## src/rtl/rcf_pkg.sv

```systemverilog
package rcf_pkg;

    localparam int MAIN_W = 8;
    localparam int AUX_W  = 3;

    // strobe indices; 0 and 1 carry priority
    localparam int EV_POR       = 0;
    localparam int EV_BOR       = 1;
    localparam int EV_PIN_AWAKE = 2;
    localparam int EV_PIN_SLEEP = 3;
    localparam int EV_WDT_RST   = 4;
    localparam int EV_WDT_WAKE  = 5;
    localparam int EV_WIN       = 6;
    localparam int EV_INT_WAKE  = 7;
    localparam int EV_RST_INSTR = 8;
    localparam int EV_STK_OVF   = 9;
    localparam int EV_STK_UNF   = 10;
    localparam int EV_FUSE      = 11;
    localparam int EV_VREG      = 12;
    localparam int EV_MEM       = 13;
    localparam int NUM_EV       = 14;

    // main register bit positions
    localparam int MB_BOR   = 0;
    localparam int MB_POR   = 1;
    localparam int MB_RI    = 2;
    localparam int MB_PIN   = 3;
    localparam int MB_WDT   = 4;
    localparam int MB_WIN   = 5;
    localparam int MB_UNF   = 6;
    localparam int MB_OVF   = 7;

    // aux register bit positions
    localparam int AB_FUSE  = 0;
    localparam int AB_MEM   = 1;
    localparam int AB_VREG  = 2;

    typedef enum logic {
        RESUME_VECTOR0  = 1'b0,
        RESUME_PC_PLUS2 = 1'b1
    } resume_e;

    typedef struct packed {
        logic [MAIN_W-1:0] main_set;
        logic [MAIN_W-1:0] main_clr;
        logic [AUX_W-1:0]  aux_set;
        logic [AUX_W-1:0]  aux_clr;
        logic              to_set;
        logic              to_clr;
        logic              pd_set;
        logic              pd_clr;
        logic              is_reset;
        logic              is_wake;
    } upd_t;

    // mask of the cold-start main pattern: bits WIN, WDT, PIN, RI set
    function automatic logic [MAIN_W-1:0] cold_set();
        logic [MAIN_W-1:0] m;
        m = '0;
        m[MB_WIN] = 1'b1;
        m[MB_WDT] = 1'b1;
        m[MB_PIN] = 1'b1;
        m[MB_RI]  = 1'b1;
        return m;
    endfunction

    function automatic logic [MAIN_W-1:0] bit_of(int pos);
        logic [MAIN_W-1:0] m;
        m = '0;
        m[pos] = 1'b1;
        return m;
    endfunction

    function automatic upd_t src_effect(int idx, logic stk_en);
        upd_t u;
        u = '0;
        case (idx)
            EV_POR: begin
                u.main_set = cold_set();
                u.main_clr = bit_of(MB_OVF) | bit_of(MB_UNF) | bit_of(MB_POR);
                u.aux_set  = '1;
                u.to_set   = 1'b1;
                u.pd_set   = 1'b1;
                u.is_reset = 1'b1;
            end
            EV_BOR: begin
                u.main_set = cold_set();
                u.main_clr = bit_of(MB_OVF) | bit_of(MB_UNF) | bit_of(MB_BOR);
                u.aux_set[AB_MEM] = 1'b1;
                u.to_set   = 1'b1;
                u.pd_set   = 1'b1;
                u.is_reset = 1'b1;
            end
            EV_PIN_AWAKE: begin
                u.main_clr = bit_of(MB_PIN);
                u.is_reset = 1'b1;
            end
            EV_PIN_SLEEP: begin
                u.main_clr = bit_of(MB_PIN);
                u.to_set   = 1'b1;
                u.pd_clr   = 1'b1;
                u.is_reset = 1'b1;
            end
            EV_WDT_RST: begin
                u.main_clr = bit_of(MB_WDT);
                u.to_clr   = 1'b1;
                u.is_reset = 1'b1;
            end
            EV_WDT_WAKE: begin
                u.to_clr   = 1'b1;
                u.pd_clr   = 1'b1;
                u.is_wake  = 1'b1;
            end
            EV_WIN: begin
                u.main_clr = bit_of(MB_WIN);
                u.is_reset = 1'b1;
            end
            EV_INT_WAKE: begin
                u.to_set   = 1'b1;
                u.pd_clr   = 1'b1;
                u.is_wake  = 1'b1;
            end
            EV_RST_INSTR: begin
                u.main_clr = bit_of(MB_RI);
                u.is_reset = 1'b1;
            end
            EV_STK_OVF: begin
                if (stk_en) begin
                    u.main_set = bit_of(MB_OVF);
                    u.is_reset = 1'b1;
                end
            end
            EV_STK_UNF: begin
                if (stk_en) begin
                    u.main_set = bit_of(MB_UNF);
                    u.is_reset = 1'b1;
                end
            end
            EV_FUSE: begin
                u.aux_clr[AB_FUSE] = 1'b1;
                u.is_reset = 1'b1;
            end
            EV_VREG: begin
                u.main_set = cold_set();
                u.main_clr = bit_of(MB_OVF) | bit_of(MB_UNF) | bit_of(MB_POR);
                u.aux_clr[AB_VREG] = 1'b1;
                u.to_set   = 1'b1;
                u.pd_set   = 1'b1;
                u.is_reset = 1'b1;
            end
            EV_MEM: begin
                u.aux_clr[AB_MEM] = 1'b1;
                u.is_reset = 1'b1;
            end
            default: u = '0;
        endcase
        return u;
    endfunction

endpackage

```

## src/rtl/rcf_merge.sv

```systemverilog
module rcf_merge
    import rcf_pkg::*;
#(
    parameter int N_EV = NUM_EV
) (
    input  logic [N_EV-1:0] ev,
    input  logic            stk_en,
    output upd_t            upd,
    output logic            any_ev
);

    upd_t eff [N_EV];

    for (genvar g = 0; g < N_EV; g++) begin : g_src
        assign eff[g] = src_effect(g, stk_en);
    end

    always_comb begin
        upd = '0;
        if (ev[EV_POR]) begin
            upd = eff[EV_POR];
        end else if (ev[EV_BOR]) begin
            upd = eff[EV_BOR];
        end else begin
            for (int i = EV_BOR + 1; i < N_EV; i++) begin
                if (ev[i]) upd = upd | eff[i];
            end
        end
    end

    assign any_ev = |ev;

endmodule

```

## src/rtl/rcf_flags.sv

```systemverilog
module rcf_flags
    import rcf_pkg::*;
(
    input  logic              clk,
    input  logic              rst,
    input  upd_t              upd,
    input  logic              any_ev,
    input  logic              wr_en,
    input  logic              wr_sel,
    input  logic [MAIN_W-1:0] wr_data,
    output logic [MAIN_W-1:0] main_q,
    output logic [AUX_W-1:0]  aux_q,
    output logic              to_q,
    output logic              pd_q,
    output resume_e           resume_q
);

    logic [MAIN_W-1:0] main_n;
    logic [AUX_W-1:0]  aux_n;
    logic              to_n, pd_n;
    resume_e           resume_n;

    always_comb begin
        main_n   = main_q;
        aux_n    = aux_q;
        to_n     = to_q;
        pd_n     = pd_q;
        resume_n = resume_q;
        if (any_ev) begin
            // set beats clear when merged sources disagree
            main_n = (main_q & ~upd.main_clr) | upd.main_set;
            aux_n  = (aux_q  & ~upd.aux_clr)  | upd.aux_set;
            to_n   = upd.to_set ? 1'b1 : (upd.to_clr ? 1'b0 : to_q);
            pd_n   = upd.pd_set ? 1'b1 : (upd.pd_clr ? 1'b0 : pd_q);
            if (upd.is_reset)     resume_n = RESUME_VECTOR0;
            else if (upd.is_wake) resume_n = RESUME_PC_PLUS2;
        end else if (wr_en) begin
            if (wr_sel) aux_n  = wr_data[AUX_W-1:0];
            else        main_n = wr_data;
        end
    end

    always_ff @(posedge clk) begin
        if (rst) begin
            main_q   <= cold_set();
            aux_q    <= '1;
            to_q     <= 1'b1;
            pd_q     <= 1'b1;
            resume_q <= RESUME_VECTOR0;
        end else begin
            main_q   <= main_n;
            aux_q    <= aux_n;
            to_q     <= to_n;
            pd_q     <= pd_n;
            resume_q <= resume_n;
        end
    end

    // an idle-cycle write to main lands one edge later
    assert_main_write_R12: assert property (@(posedge clk) disable iff (rst)
        (wr_en && !wr_sel && !any_ev) |=> (main_q == $past(wr_data)));

    // a write coinciding with a strobe must not land if strobe changes nothing
    assert_write_blocked_R12: assert property (@(posedge clk) disable iff (rst)
        (wr_en && any_ev && upd == '0) |=> ($stable(main_q) && $stable(aux_q)));

endmodule

```

## src/rtl/rcf_top.sv

```systemverilog
module rcf_top
    import rcf_pkg::*;
(
    input  logic              clk,
    input  logic              rst,
    input  logic              por_i,
    input  logic              bor_i,
    input  logic              pin_rst_awake_i,
    input  logic              pin_rst_sleep_i,
    input  logic              wdt_rst_i,
    input  logic              wdt_wake_i,
    input  logic              win_viol_i,
    input  logic              int_wake_i,
    input  logic              rst_instr_i,
    input  logic              stk_ovf_i,
    input  logic              stk_unf_i,
    input  logic              fuse_fault_i,
    input  logic              vreg_fault_i,
    input  logic              mem_viol_i,
    input  logic              stk_rst_en_i,
    input  logic              wr_en_i,
    input  logic              wr_sel_i,
    input  logic [7:0]        wr_data_i,
    output logic [7:0]        main_flags_o,
    output logic [2:0]        aux_flags_o,
    output logic              to_o,
    output logic              pd_o,
    output logic              resume_pc2_o
);

    logic [NUM_EV-1:0] ev;
    upd_t              upd;
    logic              any_ev;
    resume_e           resume_q;

    always_comb begin
        ev = '0;
        ev[EV_POR]       = por_i;
        ev[EV_BOR]       = bor_i;
        ev[EV_PIN_AWAKE] = pin_rst_awake_i;
        ev[EV_PIN_SLEEP] = pin_rst_sleep_i;
        ev[EV_WDT_RST]   = wdt_rst_i;
        ev[EV_WDT_WAKE]  = wdt_wake_i;
        ev[EV_WIN]       = win_viol_i;
        ev[EV_INT_WAKE]  = int_wake_i;
        ev[EV_RST_INSTR] = rst_instr_i;
        ev[EV_STK_OVF]   = stk_ovf_i;
        ev[EV_STK_UNF]   = stk_unf_i;
        ev[EV_FUSE]      = fuse_fault_i;
        ev[EV_VREG]      = vreg_fault_i;
        ev[EV_MEM]       = mem_viol_i;
    end

    rcf_merge #(.N_EV(NUM_EV)) u_merge (
        .ev     (ev),
        .stk_en (stk_rst_en_i),
        .upd    (upd),
        .any_ev (any_ev)
    );

    rcf_flags u_flags (
        .clk      (clk),
        .rst      (rst),
        .upd      (upd),
        .any_ev   (any_ev),
        .wr_en    (wr_en_i),
        .wr_sel   (wr_sel_i),
        .wr_data  (wr_data_i),
        .main_q   (main_flags_o),
        .aux_q    (aux_flags_o),
        .to_q     (to_o),
        .pd_q     (pd_o),
        .resume_q (resume_q)
    );

    assign resume_pc2_o = (resume_q == RESUME_PC_PLUS2);

    logic hard_rst_ev;
    assign hard_rst_ev = por_i | bor_i | pin_rst_awake_i | pin_rst_sleep_i | wdt_rst_i
                       | win_viol_i | rst_instr_i | fuse_fault_i | vreg_fault_i | mem_viol_i
                       | (stk_rst_en_i & (stk_ovf_i | stk_unf_i));

    assert_por_load_R2: assert property (@(posedge clk) disable iff (rst)
        por_i |=> (main_flags_o[7:1] == 7'b0011110 && aux_flags_o == 3'b111 && to_o && pd_o));

    assert_por_keep_bit0_R2: assert property (@(posedge clk) disable iff (rst)
        por_i |=> (main_flags_o[0] == $past(main_flags_o[0])));

    assert_bor_load_R3: assert property (@(posedge clk) disable iff (rst)
        (bor_i && !por_i) |=> (main_flags_o[7:2] == 6'b001111 && !main_flags_o[0]
                               && aux_flags_o[1] && to_o && pd_o));

    assert_resume_zero_R10: assert property (@(posedge clk) disable iff (rst)
        hard_rst_ev |=> !resume_pc2_o);

    assert_resume_wake_R10: assert property (@(posedge clk) disable iff (rst)
        ((wdt_wake_i || int_wake_i) && !hard_rst_ev) |=> resume_pc2_o);

    assert_stack_gate_R7: assert property (@(posedge clk) disable iff (rst)
        ((stk_ovf_i || stk_unf_i) && !stk_rst_en_i && !wr_en_i
         && !(por_i | bor_i | pin_rst_awake_i | pin_rst_sleep_i | wdt_rst_i | wdt_wake_i
              | win_viol_i | int_wake_i | rst_instr_i | fuse_fault_i | vreg_fault_i | mem_viol_i))
        |=> ($stable(main_flags_o) && $stable(aux_flags_o) && $stable(to_o)
             && $stable(pd_o) && $stable(resume_pc2_o)));

endmodule

```

## config.mk

```make
export PLATFORM = sky130hd
export DESIGN_NAME = rcf_top
export DESIGN_NICKNAME = d
export VERILOG_FILES = /design/src/rtl/rcf_pkg.sv /design/src/rtl/rcf_merge.sv /design/src/rtl/rcf_flags.sv /design/src/rtl/rcf_top.sv
export SDC_FILE = /design/constraint.sdc
export NUM_CORES = 1
export LEC_CHECK = 0
export ABC_CLOCK_PERIOD_IN_PS = 2900
export BUFFER_PORTS_ARGS = -buffer_cell sky130_fd_sc_hd__buf_2
export CAP_MARGIN = 40
export CORE_MARGIN = 8
export CORE_UTILIZATION = 45
export DETAILED_ROUTE_END_ITERATION = 8
export HOLD_SLACK_MARGIN = 0.05
export PLACE_DENSITY = 0.81
export SLEW_MARGIN = 10
export SYNTH_ARGS = -nofsm -noshare
export SYNTH_HDL_FRONTEND = slang
export SYNTH_SLANG_ARGS = --single-unit
```

## constraint.sdc

```tcl
create_clock -name clk -period 2.9 [get_ports clk]
set_input_delay 0.58 -clock clk [delete_from_list [all_inputs] [get_ports clk]]
set_output_delay 0.58 -clock clk [all_outputs]
set_load 0.005 [all_outputs]
```

==> results.md <==
- Worst R2R Path Depth: 2
- Fraction of layout instances using a drive strength above 1: 37.2%
- Num CTS Buffers: 3
- Clock power frac: a little over a third
- Arr. time, crit path: 1.87 ns
- Top-Level Pins: 41
- # setup viols final: 0
- Final slew viol count: 0
- Hold_sp: u_flags.pd_q
- Avg Cell Area, Syn: 8.46 um2
- DRC: 0
- Placed wire-length estimate: 1840 um
- Core ar.: approximately 1500 um2
- Synth Net Count: 114
- Post-Syn Area: 736 um2
- Hold WC Path Type: flop to flop
- Power Density: 406 nW/um2
- Critical path origin: int_wake_i
- Place WS: 0.942 ns
- Worst reg2reg startpoint: u_flags.aux_q[2]
- Die X: 56.4 um
- H-tree levels: 1
- RSZ-0062 raised after global routing: no
- Leak pwr: approximately 0.00044 uW
- Clk buf depth: 2
- Synth Instances: 87
- Routed vias/inst: 5.59
- Starting Density: between 40% and 50%
- Crit path to: u_flags.main_q[3]
- Vias in the first global route: 859
- R2r setup slk: 2.00 ns
- Clock skew: 0 ns
- Area Overhead vs Synth: 33.7%
- Seq/Total Area, Yosys: 38.1%
- Die height: ~56 um
- Synth area leaders: dfxtp_1 38%, nor4_4 8.7%, nor2_1 5.6%
- Sequential share of power: just under 50%
- VDD IR-drop max: 279 uV
- Port Buf Inserts: 40
- CTS tree: yes
- GP Congestion: 0.798
- Post-route ant nets: 0
- Max-Slew Margin vs Limit: roughly 43%
- Worst Slack Setup Final: around 1.2 ns
- Hold WS: 0.462 ns
- Fin crit share: 57.3%
- # Post-CTS Setup Buffers: 0
- # resized after CTS: 0
- CP endpoint kind: flop
- Max Clock Freq: 0.602 GHz
- Actual transition at the worst max-transition pin: 0.850 ns
- Sink Count: 14
- Final nets: between 150 and 200
- Status: completed
- Average wire per standard cell: 15.3 um
- Via count: just over 800
- Drt initial violations: 18
- Max Cap Viol: 0
- Sw Pwr: between 100 and 150 uW
- Num rows: 14
- FF+latch count, synth: 14
- DR pass1 iterations: 4
- Largest net degree at the start of global routing: 12
- Die Area: 3180 um2
- Worst EP required: 3.11 ns
- Tmin final: 1.66 ns
- Sw Ratio: 25.4%
- Gr ovfl total: 0
- Largest area contributor in the netlist: dfxtp_1
- First-pass GRT wire length: 3710 um
- Internal: 298 uW
- Initial antenna violation count: 0
- Ant diodes: 0
- Crit Reg-Reg Endpoint: u_flags.aux_q[2]
- Critical path fanouts, max: 11
- Root Buffer: clkbuf_4
- YS warnings: 0
- Count of cell types in the netlist: 27
- Worst skew pair latency: 0.28 ns
- Comb pwr share: between 10% and 20%
- Total GRT Usage: 14.0%
- Synth top area share: 38.1%
- WL final: between 2000 and 2500 um
- Final hold viol count: 0
- Clk slew on worst S/H paths: ~0.080 ns
- Setup TNS: 0 ns
- Crit Path Class: input pin to flop
- Startpoint type of the worst setup path: input pin
- Hold_buf cts: 0
==> registers in the layout (all words and copies together) (netlist names) <==
name,count
u_flags.to_q,1
u_flags.aux_q,3
u_flags.pd_q,1
u_flags.main_q,8
u_flags.resume_q,1
==> cell usage in the layout (no fill, tap or decap), types with 3 or more instances in the layout <==
master / synthesis / routed
buf_2: 1 / 40
dfxtp_1: 14 / 14
nor2_1: 11 / 11
inv_1: 7 / 7
o21ai_0: 7 / 7
nand2_1: 5 / 5
nand3_1: 4 / 4
a21boi_0: 4 / 4
nor4_4: 3 / 3
nor3_1: 3 / 3
nand4_1: 3 / 3
nor2b_1: 3 / 3
o21ai_1: 3 / 3
clkbuf_4: 0 / 3
==> through the flow <==
step | total power [uW] | utilization [%] | std cells | instance area (um2)
after global placement | 260 | 62.2 | 141 | 947
after CTS | 401 | 64.5 | 145 | 983
after floorplan | 224 | - | 87 | 736
after global routing | 420 | 64.5 | 145 | 983
final | 399 | 64.5 | 145 | 983
after detailed placement | 262 | 62.2 | 141 | 947
==> cells by family after synthesis <==
| family | synth area share [%] |
|---|---|
| and+or+nand+nor | 34.2 |
| AOI/OAI and AO/OA | 21.6 |
| DFF | 38.1 |
| buffers and inverters | 4.76 |
| muxes | 1.36 |
==> worst max-delay path, stage by stage <==
cell      delay, ns
buf_2          0.14
nor4_4         0.38
nand4_1        0.39
a21boi_0       0.25
o21ai_1        0.13
==> power groups by stage <==
stage	combinational, uW	sequential [uW]	clock, uW
floorplan	21.6	202	0
global placement	58.4	202	0
detailed placement	60.2	202	0
CTS	60.6	197	143
global route	66.3	198	155
finish	61.1	197	141
==> cells in the mapped netlist <==
| cell type | number |
|---|---|
| nand3_1 | 4 |
| nor4_4 | 3 |
| nand4_4 | 1 |
| o31ai_1 | 2 |
| nor3_1 | 3 |
| buf_2 | 1 |
| o211ai_1 | 1 |
| a21boi_0 | 4 |
| nor2_1 | 11 |
| nor2b_1 | 3 |
| nand2b_1 | 1 |
| a31oi_1 | 2 |
| and3_1 | 2 |
| nor4b_1 | 1 |
| a21oi_1 | 2 |
| clkbuf_1 | 1 |
| o21ai_1 | 3 |
| mux2i_1 | 1 |
| a211oi_1 | 1 |
| o21ai_0 | 7 |
| nand4_1 | 3 |
| a2111oi_0 | 2 |
| nor4_1 | 1 |
| o41ai_1 | 1 |
| dfxtp_1 | 14 |
| nand2_1 | 5 |
| inv_1 | 7 |
==> routing by layer <==
layer	vias to the layer above	global-route usage, %	part of all wire (%)
met5	-	0	0
met4	0	6.53	1.7
met3	4	5.39	6.1
met2	29	25.4	52
met1	374	13.4	40
li1	404	-	-
==> worst min-delay path by stage <==
stage | end | cells after the start | slack (ns)
floorplan | u_flags.pd_q | 2 | 0.45
global route | u_flags.pd_q | 2 | 0.49
CTS | u_flags.pd_q | 2 | 0.47
finish | u_flags.pd_q | 2 | 0.46
detailed placement | u_flags.pd_q | 2 | 0.45
global placement | u_flags.pd_q | 2 | 0.45
==> area by class of cell <==
cell class,instances,area [um2]
Timing Repair Buffer,40,200
Sequential cell,14,280
Inverter,7,26.3
Fill cell,139,541
Tap cell,16,20.0
Multi-Input combinational cell,64,420
Clock buffer,4,36.3
(Power assumes the default switching activity.)
